`src/rtl/flash_wp_pkg.sv`:
```
package flash_wp_pkg;

  localparam int NUM_SECTORS = 4;
  localparam int SEC_W       = 2;

  typedef enum logic [2:0] {
    OP_NONE   = 3'd0,
    OP_WREN   = 3'd1,
    OP_WRDI   = 3'd2,
    OP_PROG   = 3'd3,
    OP_SERASE = 3'd4,
    OP_CERASE = 3'd5,
    OP_WRSR   = 3'd6
  } flashOp_e;

  // Strobes from control to the status datapath
  typedef struct packed {
    logic setWel;
    logic clrWel;
    logic stageSr;
    logic commitSr;
  } srStrobe_t;

endpackage

```
`src/rtl/flash_wp_timer.sv`:
```
module flash_wp_timer #(
  parameter int CNT_W = 4
) (
  input  logic             clk,
  input  logic             rstN,
  input  logic             load,
  input  logic [CNT_W-1:0] loadVal,
  output logic             busy,
  output logic             done
);

  logic [CNT_W-1:0] cnt;

  always_ff @(posedge clk or negedge rstN) begin
    if (!rstN)          cnt <= '0;
    else if (load)      cnt <= loadVal;
    else if (cnt != '0) cnt <= cnt - 1'b1;
  end

  assign busy = (cnt != '0);
  assign done = (cnt == CNT_W'(1));

  // a new cycle is never started on top of a running one
  p_load_idle_r9: assert property (@(posedge clk) disable iff (!rstN)
    load |-> !busy);

  // a cycle is loaded with a non-zero length
  p_load_nonzero_r4: assert property (@(posedge clk) disable iff (!rstN)
    load |=> busy);

endmodule

```
`src/rtl/flash_wp_dp.sv`:
```
module flash_wp_dp
  import flash_wp_pkg::*;
(
  input  logic                   clk,
  input  logic                   rstN,
  input  srStrobe_t              strobe,
  input  logic [1:0]             newLevel,
  input  logic                   newEnable,
  output logic                   wel,
  output logic [1:0]             level,
  output logic                   protEn,
  output logic [NUM_SECTORS-1:0] lockMask
);

  logic [1:0] stagedLevel;
  logic       stagedEnable;
  int unsigned lockedCount;

  always_ff @(posedge clk or negedge rstN) begin
    if (!rstN)               wel <= 1'b0;
    else if (strobe.clrWel)  wel <= 1'b0;
    else if (strobe.setWel)  wel <= 1'b1;
  end

  always_ff @(posedge clk or negedge rstN) begin
    if (!rstN) begin
      stagedLevel  <= '0;
      stagedEnable <= 1'b0;
    end else if (strobe.stageSr) begin
      stagedLevel  <= newLevel;
      stagedEnable <= newEnable;
    end
  end

  always_ff @(posedge clk or negedge rstN) begin
    if (!rstN) begin
      level  <= '0;
      protEn <= 1'b0;
    end else if (strobe.commitSr) begin
      level  <= stagedLevel;
      protEn <= stagedEnable;
    end
  end

  always_comb begin
    case (level)
      2'd0:    lockedCount = 0;
      2'd1:    lockedCount = NUM_SECTORS / 4;
      2'd2:    lockedCount = NUM_SECTORS / 2;
      default: lockedCount = NUM_SECTORS;
    endcase
  end

  // Protection grows downward from the top sector
  for (genvar s = 0; s < NUM_SECTORS; s++) begin : g_lock
    assign lockMask[s] = (s >= (NUM_SECTORS - lockedCount));
  end

  // the top sector is locked whenever any protection is active
  p_top_locked_r5: assert property (@(posedge clk) disable iff (!rstN)
    (level != 2'd0) |-> lockMask[NUM_SECTORS-1]);

endmodule

```
`src/rtl/flash_wp_ctrl.sv`:
```
module flash_wp_ctrl
  import flash_wp_pkg::*;
#(
  parameter int CNT_W    = 4,
  parameter int PROG_CYC = 6,
  parameter int SECT_CYC = 10,
  parameter int CHIP_CYC = 14,
  parameter int SR_CYC   = 8
) (
  input  logic                   clk,
  input  logic                   rstN,
  input  logic                   cmdValid,
  input  flashOp_e               cmdOp,
  input  logic [SEC_W-1:0]       secIdx,
  input  logic                   wpN,
  input  logic                   wel,
  input  logic                   protEn,
  input  logic [NUM_SECTORS-1:0] lockMask,
  input  logic                   busy,
  input  logic                   done,
  output srStrobe_t              strobe,
  output logic                   tmrLoad,
  output logic [CNT_W-1:0]       tmrVal,
  output logic                   cmdAccept,
  output logic                   cmdRefuse,
  output logic [NUM_SECTORS-1:0] eraseMask
);

  logic                   take;
  logic                   isWrite;
  logic                   allowed;
  logic                   hwLock;
  logic [NUM_SECTORS-1:0] secOneHot;
  logic [NUM_SECTORS-1:0] maskNext;

  assign take      = cmdValid && !busy;
  assign hwLock    = protEn && !wpN;
  assign secOneHot = NUM_SECTORS'(1) << secIdx;

  always_comb begin
    isWrite  = 1'b0;
    allowed  = 1'b0;
    tmrVal   = '0;
    maskNext = '0;
    case (cmdOp)
      OP_PROG: begin
        isWrite = 1'b1;
        allowed = wel && !lockMask[secIdx];
        tmrVal  = CNT_W'(PROG_CYC);
      end
      OP_SERASE: begin
        isWrite  = 1'b1;
        allowed  = wel && !lockMask[secIdx];
        tmrVal   = CNT_W'(SECT_CYC);
        maskNext = secOneHot;
      end
      OP_CERASE: begin
        isWrite  = 1'b1;
        allowed  = wel && (~lockMask != '0);
        tmrVal   = CNT_W'(CHIP_CYC);
        maskNext = ~lockMask;
      end
      OP_WRSR: begin
        isWrite = 1'b1;
        allowed = wel && !hwLock;
        tmrVal  = CNT_W'(SR_CYC);
      end
      default: ;
    endcase
  end

  assign tmrLoad = take && isWrite && allowed;

  always_comb begin
    strobe          = '0;
    strobe.setWel   = take && (cmdOp == OP_WREN);
    strobe.clrWel   = done
                   || (take && (cmdOp == OP_WRDI))
                   || (take && isWrite && !allowed);
    strobe.stageSr  = tmrLoad && (cmdOp == OP_WRSR);
    strobe.commitSr = done;
  end

  always_ff @(posedge clk or negedge rstN) begin
    if (!rstN) begin
      cmdAccept <= 1'b0;
      cmdRefuse <= 1'b0;
      eraseMask <= '0;
    end else begin
      cmdAccept <= tmrLoad;
      cmdRefuse <= take && isWrite && !allowed;
      eraseMask <= tmrLoad ? maskNext : '0;
    end
  end

  // nothing starts unless the latch was set
  p_accept_needs_wel_r1: assert property (@(posedge clk) disable iff (!rstN)
    cmdAccept |-> $past(wel));

  // a refusal never leaves the unit busy
  p_refuse_idle_r1: assert property (@(posedge clk) disable iff (!rstN)
    cmdRefuse |-> !busy);

  // an accepted command is always followed by a busy cycle
  p_accept_busy_r4: assert property (@(posedge clk) disable iff (!rstN)
    cmdAccept |-> busy);

  // an erase mask never touches a locked sector
  p_mask_unlocked_r8: assert property (@(posedge clk) disable iff (!rstN)
    cmdAccept |-> ((eraseMask & lockMask) == '0));

  // commands seen while busy produce no response
  p_ignore_busy_r9: assert property (@(posedge clk) disable iff (!rstN)
    busy |=> !(cmdAccept || cmdRefuse));

  // the two responses are exclusive
  p_one_response_r11: assert property (@(posedge clk) disable iff (!rstN)
    $onehot0({cmdAccept, cmdRefuse}));

endmodule

```
`src/rtl/flash_wp_unit.sv`:
```
module flash_wp_unit
  import flash_wp_pkg::*;
#(
  parameter int ADDR_W   = 17,
  parameter int PROG_CYC = 6,
  parameter int SECT_CYC = 10,
  parameter int CHIP_CYC = 14,
  parameter int SR_CYC   = 8
) (
  input  logic              clk,
  input  logic              rstN,
  input  logic              cmdValid,
  input  logic [2:0]        cmdOp,
  input  logic [ADDR_W-1:0] cmdAddr,
  input  logic [7:0]        cmdData,
  input  logic              wpN,
  output logic [7:0]        statusByte,
  output logic              cmdAccept,
  output logic              cmdRefuse,
  output logic [3:0]        eraseMask
);

  localparam int MAX_A   = (PROG_CYC > SECT_CYC) ? PROG_CYC : SECT_CYC;
  localparam int MAX_B   = (CHIP_CYC > SR_CYC) ? CHIP_CYC : SR_CYC;
  localparam int MAX_CYC = (MAX_A > MAX_B) ? MAX_A : MAX_B;
  localparam int CNT_W   = $clog2(MAX_CYC + 1);

  srStrobe_t              strobe;
  logic                   wel;
  logic [1:0]             level;
  logic                   protEn;
  logic [NUM_SECTORS-1:0] lockMask;
  logic                   busy;
  logic                   done;
  logic                   tmrLoad;
  logic [CNT_W-1:0]       tmrVal;
  logic [SEC_W-1:0]       secIdx;
  logic                   unusedInputs;

  assign secIdx       = cmdAddr[ADDR_W-1 -: SEC_W];
  assign unusedInputs = ^{cmdAddr[ADDR_W-SEC_W-1:0], cmdData[6:4], cmdData[1:0]};

  flash_wp_ctrl #(
    .CNT_W(CNT_W), .PROG_CYC(PROG_CYC), .SECT_CYC(SECT_CYC),
    .CHIP_CYC(CHIP_CYC), .SR_CYC(SR_CYC)
  ) u_ctrl (
    .clk(clk), .rstN(rstN),
    .cmdValid(cmdValid), .cmdOp(flashOp_e'(cmdOp)), .secIdx(secIdx),
    .wpN(wpN), .wel(wel), .protEn(protEn), .lockMask(lockMask),
    .busy(busy), .done(done),
    .strobe(strobe), .tmrLoad(tmrLoad), .tmrVal(tmrVal),
    .cmdAccept(cmdAccept), .cmdRefuse(cmdRefuse), .eraseMask(eraseMask)
  );

  flash_wp_dp u_dp (
    .clk(clk), .rstN(rstN), .strobe(strobe),
    .newLevel(cmdData[3:2]), .newEnable(cmdData[7]),
    .wel(wel), .level(level), .protEn(protEn), .lockMask(lockMask)
  );

  flash_wp_timer #(.CNT_W(CNT_W)) u_timer (
    .clk(clk), .rstN(rstN), .load(tmrLoad), .loadVal(tmrVal),
    .busy(busy), .done(done)
  );

  assign statusByte = {protEn, 3'b000, level, wel, busy};

  // the latch is gone once a cycle has finished
  p_wel_clear_done_r3: assert property (@(posedge clk) disable iff (!rstN)
    done |=> !wel);

  // protect-enable cannot be dropped while the pin holds it
  p_enable_hold_r6: assert property (@(posedge clk) disable iff (!rstN)
    (protEn && !wpN && !busy) |=> protEn);

  // protection bits only move at the end of a cycle
  p_level_stable_r10: assert property (@(posedge clk) disable iff (!rstN)
    !done |=> $stable(level));

endmodule

```
`config.mk`:
```
export PLATFORM = sky130hd
export DESIGN_NAME = flash_wp_unit
export DESIGN_NICKNAME = d
export VERILOG_FILES = /design/src/rtl/flash_wp_pkg.sv /design/src/rtl/flash_wp_timer.sv /design/src/rtl/flash_wp_dp.sv /design/src/rtl/flash_wp_ctrl.sv /design/src/rtl/flash_wp_unit.sv
export SDC_FILE = /design/constraint.sdc
export NUM_CORES = 1
export LEC_CHECK = 0
export ABC_CLOCK_PERIOD_IN_PS = 2700
export CAP_MARGIN = 20
export CORE_MARGIN = 3
export CORE_UTILIZATION = 61
export CTS_CLUSTER_DIAMETER = 30
export DETAILED_ROUTE_END_ITERATION = 8
export DONT_BUFFER_PORTS = 1
export PLACE_DENSITY = 0.77
export RECOVER_POWER = 100
export SLEW_MARGIN = 30
export SYNTH_ARGS = -nofsm -noshare
export SYNTH_HDL_FRONTEND = slang
export SYNTH_SLANG_ARGS = --single-unit
```
`constraint.sdc`:
```
create_clock -name clk -period 2.7 [get_ports clk]
set_clock_uncertainty 0.15 [all_clocks]
set_input_delay 0 -clock clk [delete_from_list [all_inputs] [get_ports clk]]
set_output_delay 0 -clock clk [all_outputs]
set_load 0.02 [all_outputs]
```
Yosys cells after proc, flatten, opt, wreduce, memory -nomap -nowiden. Cells that the tools add are included.

Bits of input ports: 32. Memories: 0. Bits in read-only memories: 0. Latch bits: 0. Register bits after elaboration: 17. RAM bits: 0. Output and inout port bits: 14. Word-level logic and storage cells: 64.

Eq/ne operators: 9. Mux-type cells: 12. Shift-type cells: 1. Reduce and logical (&&, ||, !) cells: 25. Bitwise logic cells: 1. Multipliers: 0. Magnitude comparators: 5. Add/subtract/negate cells: 2. Div/mod/pow operators: 0.

Operators by type and width (number): greater-or-equal comparator 1 x 32 -> 1 bit (first input constant) (2); greater-or-equal comparator 2 x 32 -> 1 bit (first input constant) (2); case mux 4 bit (4 select lines) (1); 2-to-1 mux 4 bit (3); logical AND 1 bit (11); == test 3 bit (second input constant) (3); case mux 3 bit (3 select lines) (1); case mux 4 bit (2 select lines) (1); nonzero test 4 bit (2); == test 3 x 2 -> 1 bit (second input constant) (2); zero test 1 bit (5); == test 4 x 1 -> 1 bit (second input constant) (1); 2-to-1 mux 1 bit (4); inverter 4 bit (1); nonzero test 2 bit (2); OR reduction 4 bit (1); << shifter 1 x 2 -> 4 bit (first input constant) (1); subtractor 3 x 3 -> 4 bit (first input constant) (1); subtractor 4 x 1 -> 4 bit (second input constant) (1); == test 3 x 1 -> 1 bit (second input constant) (1); less-than comparator 2 x 3 -> 1 bit (second input constant) (1); case mux 1 bit (3 select lines) (1); binary-select mux 1 bit (select 2 bit) (1); == test 2 x 1 -> 1 bit (second input constant) (1); 4 further kinds (5).

Depth between registers and ports, before layout. Gate-level depths: netlist of run 1.

Depth after elaboration: 13. Mapped depth: 7. Gate-level depth less buffers: 6.

Hierarchy. From an unflattened synthesis of run 1, not the netlist that was laid out.

Cells, all modules: 107. Area total of the unflattened synthesis: 1107.3 µm².

By module, submodules not included: flash_wp_ctrl (seq. area each 150.1 µm², area each 513.0 µm², instances 1, cells each 57); flash_wp_dp (seq. area each 175.2 µm², area each 276.5 µm², instances 1, cells each 18); flash_wp_timer (seq. area each 100.1 µm², area each 269.0 µm², instances 1, cells each 25); flash_wp_unit (seq. area each 0.0 µm², area each 48.8 µm², instances 1, cells each 7).

Worst setup path after synthesis of run 1. Ideal clock, no wire load.

Path kind: reg2reg. Start point: reg u_timer.cnt[0]. End point: reg u_dp.stagedEnable. Cell stages (with the launch flop): 8. Library setup time: 0.128 ns. Period minus slack after synthesis: 2.098 ns. Arrival: 1.820 ns. Buffers on the path: 1. Setup slack: 0.602 ns. Data required time: 2.422 ns. Cells stage by stage: dfrtp_1 > inv_1 > ha_1 > nor4bb_1 > buf_2 > nand3_1 > nor4b_4 > mux2_1.

Longest elaborated chain between the ends: 6.

RTL lines: start: declaration (RTL line flash_wp_timer.sv:12) `logic [CNT_W-1:0] cnt;`; start signal: assignment (RTL line flash_wp_timer.sv:16) `else if (load) cnt <= loadVal;`; start signal: assignment (RTL line flash_wp_timer.sv:17) `else if (cnt != '0) cnt <= cnt - 1'b1;`; nonzero test 4 bit (RTL line flash_wp_timer.sv:20) `assign busy = (cnt != '0);`; zero test 1 bit (RTL line flash_wp_ctrl.sv:36) `assign take = cmdValid && !busy;`; logical AND 1 bit (RTL line flash_wp_ctrl.sv:36); logical AND 1 bit (2 in series) (RTL line flash_wp_ctrl.sv:72) `assign tmrLoad = take && isWrite && allowed;`; logical AND 1 bit (RTL line flash_wp_ctrl.sv:80) `strobe.stageSr = tmrLoad && (cmdOp == OP_WRSR);`; end signal: assignment (RTL line flash_wp_dp.sv:31) `stagedEnable <= newEnable;`; end: declaration (RTL line flash_wp_dp.sv:16) `logic stagedEnable;`.

No other way between the ends. A chain may end at the register's enable or synchronous reset.

Worst setup path in the final report of run 1.
Start point: reg u_timer.cnt[0]. End point: reg u_timer.cnt[2].

Longest elaborated chain between the ends: 6. Elaborated cells on any way between the ends: 9. Those cells by class: add/sub (1); mux (2); reduce/logical (6).

RTL lines: branches (longest 6 deep; another with subtractor 4 x 1 -> 4 bit).

Several ways; the timed one is not identified. The select of a mux whose other input is x is not followed.

==> results of run 1 <==
layer usage:
layer,GRT usage (%),share of wire (%)
met1,27.4,45
met2,28.1,46
met3,6.13,5.9
met4,11.6,2.8
met5,0,0
flip-flops by register name, summed over array words and instances (netlist names):
name,flops
u_ctrl.eraseMask,4
u_timer.cnt,4
u_dp.level,2
u_dp.stagedLevel,2
u_ctrl.cmdAccept,1
u_ctrl.cmdRefuse,1
u_dp.protEn,1
u_dp.stagedEnable,1
u_dp.wel,1
power groups by stage:
stage,sequential [mW],combinational (mW),clock [mW]
floorplan,0.332,0.216,0
global placement,0.344,0.220,0
detailed placement,0.346,0.230,0
CTS,0.341,0.254,0.140
global route,0.347,0.282,0.155
finish,0.341,0.253,0.135
cell families after synthesis:
family / after synthesis
compound gates: 17
xor+xnor: 4
fa+ha+maj: 3
buf+inv: 16
flops: 17
mux: 7
other cells: 1
simple gates: 40
through the flow:
step	cell area [um2]	std cells	setup WS, ns
4_1_cts	1140	128	0.327
2_1_floorplan	1050	107	0.602
6_report	1120	128	0.269
3_5_place_dp	990	112	0.403
5_1_grt	1120	128	0.0649
3_3_place_gp	990	112	0.407
worst max-delay path by stage:
stage	from	slack [ns]	cells after the start	to
floorplan	u_timer.cnt[0]	0.60	7	u_dp.stagedEnable
global placement	u_timer.cnt[0]	0.41	7	u_ctrl.eraseMask[1]
detailed placement	u_timer.cnt[0]	0.40	7	u_ctrl.eraseMask[1]
CTS	u_timer.cnt[0]	0.33	7	u_timer.cnt[2]
global route	u_timer.cnt[0]	0.06	7	u_timer.cnt[2]
finish	u_timer.cnt[0]	0.27	7	u_timer.cnt[2]
placed cells by master, fill, tap and decap left out, drive strengths merged, types with 4 or more instances in the layout:
cell type,instances
a21oi,6
dfrtp,17
dlygate4sd3,12
inv,4
mux2,6
nand2,6
nand3,5
nor2,10
worst max-delay path: cells and delay by family, from the launching register on:
family	cells	cell delay, ns
buffers and inverters	3	0.93
adders and majority gates	1	0.19
and+or+nand+nor	2	0.52
AOI/OAI and AO/OA	1	0.14
DFF	1	0.43
layout make-up:
class / count / area (um2) / share of cell area [%]
Multi-Input combinational cell: 74 / 509 / 45.3
Sequential cell: 17 / 425 / 37.8
Timing Repair Buffer: 13 / 128 / 11.3
Clock buffer: 3 / 22.5 / 2.00
Tap cell: 16 / 20.0 / 1.78
Inverter: 4 / 15.0 / 1.33
Clock inverter: 1 / 5.00 / 0.445
==> metrics.md, run 1 <==
| Metric | Value |
|---|---|
| Clk sinks | 17 |
| Simple-gate share of the synthesized area | 24.4% |
| Die Ht | 47.3 um |
| Post-synth EDFFs | 0 |
| First-pass GRT wire length | 3.07 mm |
| Highest Clock Rate | 0.411 GHz |
| Synth top area share | 40.9% |
| RSZ-0062 raised after global routing | no |
| TNS Setup | 0 ns |
| Final core utilization | 72.2% |
| Worst-Skew Late Latency | 0.29 ns |
| Antenna Violating Nets Remaining | 0 |
| Number of global-route vias before repair | 681 |
| Detailed Place HPWL | 1.34 mm |
| Iter 0 DRT Violations | 15 |
| R2R setup slack | 0.27 ns |
| Portion of netlist area occupied by mux cells | 7.46% |
| Largest net degree at the start of global routing | 18 |
| Worst Path Required | 2.77 ns |
| Die footprint | 2240 um2 |
| Clock buffer depth | 2 |
| Via density per instance | 5.77 |
| GRT Residual Overflow | 0 |
| Worst path slowest cell | dlygate4sd3_1 |
| Xor/xnor cell area share of the yosys netlist | 3.37% |
| Ys async rst share | 100% |
| Root buf cell | clkbuf_4 |
| P_sw | 0.256 mW |
| DRC viols | 0 |
| Share of post-route cells with drive strength above 1 | 10.7% |
| Worst hold slack | 0.00453 ns |
| Largest family of logic cells by synthesized area | simple AND/OR/NAND/NOR gates |
| Setup-failing EPs final | 0 |
| R2R Path End | u_timer.cnt[2] |
| Clock share of power | 18.5% |
| Diode count | 0 |
| Synth area leader | dfrtp_1 |
| Post-CTS Setup Inserts | 0 |
| CTS Buf Count | 3 |
| Seq pwr share | 46.8% |
| R2r worst-path depth | 7 |
| Startpoint Class | flip-flop |
| Post-synth top cells | 17 x dfrtp_1, 10 x nor2_1, 6 x a21oi_1, 6 x buf_4, 6 x nand2_1 |
| Max-slew violations | 0 |
| Layout fillers | 115 |
| Drt wl/cell | 14.8 um |
| I/O Buffers | 0 |
| HP Start | cmdAddr[16] |
| DRT Wirelength | 1.89 mm |
| Synthesis-stage register bit count | 17 |
| Synthesized area per cell | 9.90 um2 |
| H-tree depth | 1 |
| Top_reg_cell synth | dfrtp_1 |
| Max_cap viols | 0 |
| Peak VDD IR | 0.407 mV |
| Critical path type | reg -> reg |
| Worst-path clk slew | 0.09 ns |
| Slew margin rel. | 50.1% |
| Total track usage | 20.2% |
| Logic pwr share | 34.7% |
| Tot Pwr | 0.728 mW |
| Final hold violations | 0 |
| Initial antenna violation count | 0 |
| HP Class | in -> reg |
| Sequential cell area fraction in the yosys report | 40.9% |
| Tcrit/Tclk final | 90.0% |
| Ports | 46 |
| Cell internal pwr | 0.471 mW |
| CTS tree | yes |
| RR Startpoint | u_timer.cnt[0] |
| # nets final | 148 |
| Dominant cells by area after synthesis | dfrtp_1 41%, buf_4 4.3%, ha_1 3.6% |
| Die width | 47.3 um |
| Min cycle time layout | 2.43 ns |
| GP Congestion | 0.885 |
| Hold buffers post-CTS | 12 |
| Lkg Pwr | 0.499 nW |
| Ys Warns | 0 |
| Via count | 739 |
| Rows | 14 |
| CP max FO | 7 |
| Adder-cell share of the synthesized area | 3.61% |
| CP peak stage delay | 0.60 ns |
| Initial core utilization | 66.7% |
| Core area | 1560 um2 |
| Synthesized instance count | 105 |
| Area grow syn2layout | 8.18% |
| Status | completed |
| Drt pass-1 iters | 4 |
| Critical path arrival | 2.50 ns |
| Post-synthesis compound-gate area fraction | 10.2% |
| Hold path cells | 4 |
| Resized cells post-CTS | 0 |
| Worst Tran Pin Value | 0.747 ns |
| Pwr Density | 647 nW/um2 |
| CP endpoint kind | flip-flop |
| Count leader, synth | dfrtp_1 |
| Distinct cells, synth | 41 |
| Synthesized cell area | 1040 um2 |
| Critical Path, Cell by Cell | inv_1 -> ha_1 -> nor4bb_1 -> buf_4 -> nand3_1 -> dlygate4sd3_1 -> o22ai_1 |
| Worst hold endpoint | u_timer.cnt[1] |
| Sw Ratio | 35.2% |
Note: power is estimated with default switching activity, not from simulation.
==> inputs of run 2 (changes only) <==
MAX_ROUTING_LAYER = met4   (was unset)
==> metrics.md, run 2 (same netlist as run 1, synthesis figures left out) <==
| Metric | Value |
|---|---|
| Status | completed |
| Max_cap viols | 0 |
| CTS tree | yes |
| M1 GR Usage | 27.4% |
| Peak VDD IR | 0.405 mV |
| Worst Path Required | 2.77 ns |
| Slew margin rel. | 51.3% |
| GRT Residual Overflow | 0 |
| Most frequent cells in the layout | 17 x dfrtp_1, 12 x dlygate4sd3_1, 10 x nor2_1, 6 x nand2_1, 6 x a21oi_1 |
| Ports | 46 |
| Critical path type | reg -> reg |
| Iter 0 DRT Violations | 15 |
| M2 GR Usage | 28.1% |
| R2R Path End | u_timer.cnt[2] |
| Drt pass-1 iters | 4 |
| TNS Setup | 0 ns |
| Final core utilization | 72.2% |
| Die Ht | 47.3 um |
| Rows | 14 |
| DRT Wirelength | 1.91 mm |
| Area grow syn2layout | 8.18% |
| Core area | 1560 um2 |
| Via count | 767 |
| Gr busiest metal | met2 |
| Number of global-route vias before repair | 680 |
| RSZ-0062 raised after global routing | no |
| Share of post-route cells with drive strength above 1 | 10.7% |
| Highest Clock Rate | 0.411 GHz |
| H-tree depth | 1 |
| CTS Buf Count | 3 |
| Pwr Density | 647 nW/um2 |
| R2R setup slack | 0.27 ns |
| Diode count | 0 |
| Final hold violations | 0 |
| Min cycle time layout | 2.43 ns |
| Worst Tran Pin Value | 0.729 ns |
| CP max FO | 7 |
| GP Congestion | 0.900 |
| Clock buffer depth | 2 |
| Root buf cell | clkbuf_4 |
| Layout fillers | 115 |
| Initial antenna violation count | 0 |
| Setup-failing EPs final | 0 |
| Sequential cell area | 425 um2 |
| RR Startpoint | u_timer.cnt[0] |
| HP Start | cmdAddr[16] |
| Drt wl/cell | 14.9 um |
| Regs by FF count | u_ctrl.eraseMask (4), u_timer.cnt (4) |
| Die width | 47.3 um |
| I/O Buffers | 0 |
| Detailed Place HPWL | 1.34 mm |
| Most common cell after layout, fill and taps aside | dfrtp_1 |
| Via density per instance | 5.99 |
| Die footprint | 2240 um2 |
| # nets final | 148 |
| DRC viols | 0 |
| Worst-path clk slew | 0.09 ns |
| CP endpoint kind | flip-flop |
| First-pass GRT wire length | 3.07 mm |
| R2r worst-path depth | 7 |
| Post-CTS Setup Inserts | 0 |
| Met3 Use GR | 6.13% |
| Antenna Violating Nets Remaining | 0 |
| Worst hold endpoint | u_timer.cnt[1] |
| Multi-input gate area | 509 um2 |
| Max-slew violations | 0 |
| Hold path cells | 4 |
| Largest net degree at the start of global routing | 18 |
| HP Class | in -> reg |
| Tcrit/Tclk final | 90.1% |
| Critical path arrival | 2.50 ns |
| Initial core utilization | 66.7% |
| Clk sinks | 17 |
| Worst-Skew Late Latency | 0.29 ns |
| Total track usage | 20.8% |
| Startpoint Class | flip-flop |
| Lkg Pwr | 0.499 nW |
-- run 2: cell counts in the layout (fill, tap and decap cells not counted) --
Identical to the previous run, type by type.
-- run 2: report_power, final --
group / switching (mW) / internal (mW)
Sequential: 0.0479 / 0.293
Clock: 0.0785 / 0.0552
Combinational: 0.130 / 0.123
-- run 2: timing repair --
| item | CTS | global route |
|---|---|---|
| hold buffers | 12 | 0 |
| gates resized for setup | 0 | 0 |
| endpoints found under the hold margin | 31 | 0 |
-- run 2: layout make-up --
type | instances | area share (%)
clock buffers | 3 | 2.00
clock inverters | 1 | 0.445
inverters | 4 | 1.33
multi-input cells | 74 | 45.3
flip-flops and latches | 17 | 37.8
well taps | 16 | 1.78
repair buffers | 13 | 11.3
-- run 2: routing by layer --
layer	share of wire [%]	vias up
met5	0	-
met4	2.9	0
met3	6.8	8
met2	47	35
met1	43	352
li1	-	372
-- run 2: worst max path at each step --
stage	start	end	slack, ns
2_1_floorplan	u_timer.cnt[0]	u_dp.stagedEnable	0.60
3_3_place_gp	u_timer.cnt[0]	u_ctrl.eraseMask[1]	0.41
3_5_place_dp	u_timer.cnt[0]	u_ctrl.eraseMask[1]	0.40
4_1_cts	u_timer.cnt[0]	u_timer.cnt[2]	0.33
5_1_grt	u_timer.cnt[0]	u_timer.cnt[2]	0.06
6_report	u_timer.cnt[0]	u_timer.cnt[2]	0.27
-- run 2: worst max-delay path, stage by stage (launching register included) --
cell           delay, ns
dfrtp_1             0.43
inv_1               0.10
ha_1                0.19
nor4bb_1            0.43
buf_4               0.23
nand3_1             0.08
dlygate4sd3_1       0.60
o22ai_1             0.14
-- run 2: metrics by stage --
step                      total power [mW]  worst slack (ns)  instance area, um2  hold slack, ns  std cells
after floorplan                      0.548             0.602                1050          -0.446        107
after global placement               0.563             0.407                 990          -0.445        112
after detailed placement             0.576             0.403                 990          -0.445        112
after CTS                            0.735             0.327                1140         0.00330        128
after global routing                 0.785            0.0649                1120          0.0315        128
final                                0.728             0.268                1120          0.0102        128
==> inputs of run 3 (changes only) <==
ABC_CLOCK_PERIOD_IN_PS = 2630   (was 2700)
RECOVER_POWER = 25   (was 100)
clock period = 2.63 ns   (was 2.7 ns; I/O delays follow)
==> metrics.md, run 3 (same netlist as run 1, synthesis figures left out) <==
| Metric | Value |
|---|---|
| Status | completed |
| Worst path bufs/invs | 3 |
| CP endpoint kind | flip-flop |
| Post-CTS Setup Inserts | 0 |
| Regs by FF count | u_ctrl.eraseMask (4), u_timer.cnt (4) |
| Cell internal pwr | 0.487 mW |
| Slew margin rel. | 51.4% |
| Peak VDD IR | 0.434 mV |
| Pwr Density | 659 nW/um2 |
| Worst Tran Pin Value | 0.727 ns |
| Total track usage | 20.8% |
| Worst-Skew Late Latency | 0.29 ns |
| R2R setup slack | 0.27 ns |
| Worst Path Required | 2.70 ns |
| # nets final | 148 |
| Antenna Violating Nets Remaining | 0 |
| CP max FO | 7 |
| Seq pwr share | 46.8% |
| Clk sinks | 17 |
| First-pass GRT wire length | 3.07 mm |
| Root buf cell | clkbuf_4 |
| Tot Pwr | 0.753 mW |
| Min cycle time layout | 2.36 ns |
| H-tree depth | 1 |
| Number of global-route vias before repair | 680 |
| Area grow syn2layout | 9.99% |
| Critical path arrival | 2.43 ns |
| Final core utilization | 73.4% |
| Lkg Pwr | 0.506 nW |
| Clock share of power | 18.3% |
| Drt wl/cell | 14.9 um |
| CTS Buf Count | 3 |
| Final instance area | 1140 um2 |
| Setup-failing EPs final | 0 |
| CP peak stage delay | 0.60 ns |
| Detailed Place HPWL | 1.34 mm |
| Drt pass-1 iters | 4 |
| Iter 0 DRT Violations | 12 |
| Worst-path clk slew | 0.09 ns |
| Most frequent cells in the layout | 17 x dfrtp_1, 12 x dlygate4sd3_1, 10 x nor2_1, 6 x nand2_1, 6 x a21oi_1 |
| RSZ-0062 raised after global routing | no |
| Critical path type | reg -> reg |
| Most common cell after layout, fill and taps aside | dfrtp_1 |
| Sw Ratio | 35.3% |
| GP Congestion | 0.900 |
| Via density per instance | 5.85 |
| Startpoint Class | flip-flop |
| Max-slew violations | 0 |
| Placed Area | 990 um2 |
| Critical Path, Cell by Cell | inv_1 -> ha_1 -> nor4bb_2 -> buf_4 -> nand3_1 -> dlygate4sd3_1 -> o22ai_1 |
| Largest net degree at the start of global routing | 18 |
| Max_cap viols | 0 |
| I/O Buffers | 0 |
| DRC viols | 0 |
| Clock buffer depth | 2 |
| Logic pwr share | 34.9% |
| Final hold violations | 0 |
| Initial core utilization | 66.7% |
| Rows | 14 |
| GRT Residual Overflow | 0 |
| HP Class | in -> reg |
| CTS tree | yes |
| Die Ht | 47.3 um |
| DRT Wirelength | 1.91 mm |
| Initial antenna violation count | 0 |
| Diode count | 0 |
| Cell family with most CP delay | buffers and inverters |
| P_sw | 0.266 mW |
| TNS Setup | 0 ns |
| Die width | 47.3 um |
| Share of post-route cells with drive strength above 1 | 12.5% |
| Highest Clock Rate | 0.424 GHz |
| Tcrit/Tclk final | 89.6% |
| Via count | 749 |
| Core area | 1560 um2 |
| Die footprint | 2240 um2 |
| Worst path slowest cell | dlygate4sd3_1 |
| Ports | 46 |
[run 3: cell counts in the layout (fill, tap and decap cells not counted)]
Identical to the previous run, type by type.
[run 3: through the flow]
step	hold WS, ns	cells	setup WS (ns)
finish	0.00444	128	0.273
global route	0.0315	128	0.101
CTS	0.00330	128	0.257
detailed placement	-0.445	112	0.333
global placement	-0.445	112	0.337
floorplan	-0.446	107	0.532
[run 3: area by class of cell]
cell class              instances  area (um2)
fillers                       113         415
clock inverters                 1        5.00
well taps                      16        20.0
clock buffers                   3        22.5
inverters                       4        15.0
repair buffers                 13         128
flip-flops and latches         17         425
multi-input cells              74         528
[run 3: tightest hold or removal path, stage by stage]
cell and delay [ns]:
and3_1 0.18, nor2_1 0.06, nand4_1 0.08, nand3_1 0.08
[run 3: path summary, 6_finish.rpt]
| check | cells past startpoint | start | end |
|---|---|---|---|
| min in group asynchronous | 1 | rstN | u_timer.cnt[3] |
| setup / recovery | 7 | u_timer.cnt[0] | u_timer.cnt[2] |
| setup reg to reg | 7 | u_timer.cnt[0] | u_timer.cnt[2] |
| hold reg to reg | 1 | u_dp.stagedEnable | u_dp.stagedEnable |
| max in group asynchronous | 1 | rstN | u_dp.stagedLevel[1] |
| hold / removal | 4 | cmdAddr[16] | u_timer.cnt[1] |
[run 3: repair_timing]
action / in CTS / in global routing
resized for setup: 0 / 1
endpoints found under the setup margin: 0 / 1
hold buffers: 12 / 0
endpoints found under the hold margin: 31 / 0
[run 3: per-layer routing]
layer | routed length [um] | global-route usage [%]
met4 | 53 | 11.6
met2 | 909 | 28.1
met3 | 127 | 6.13
met5 | 0 | -
met1 | 818 | 27.4
[run 3: power groups by stage]
| stage | Clock (mW) | Sequential, mW | Combinational (mW) |
|---|---|---|---|
| 2_1_floorplan | 0 | 0.341 | 0.222 |
| 3_3_place_gp | 0 | 0.353 | 0.226 |
| 3_5_place_dp | 0 | 0.355 | 0.236 |
| 4_1_cts | 0.144 | 0.350 | 0.261 |
| 5_1_grt | 0.159 | 0.359 | 0.293 |
| 6_report | 0.138 | 0.353 | 0.263 |
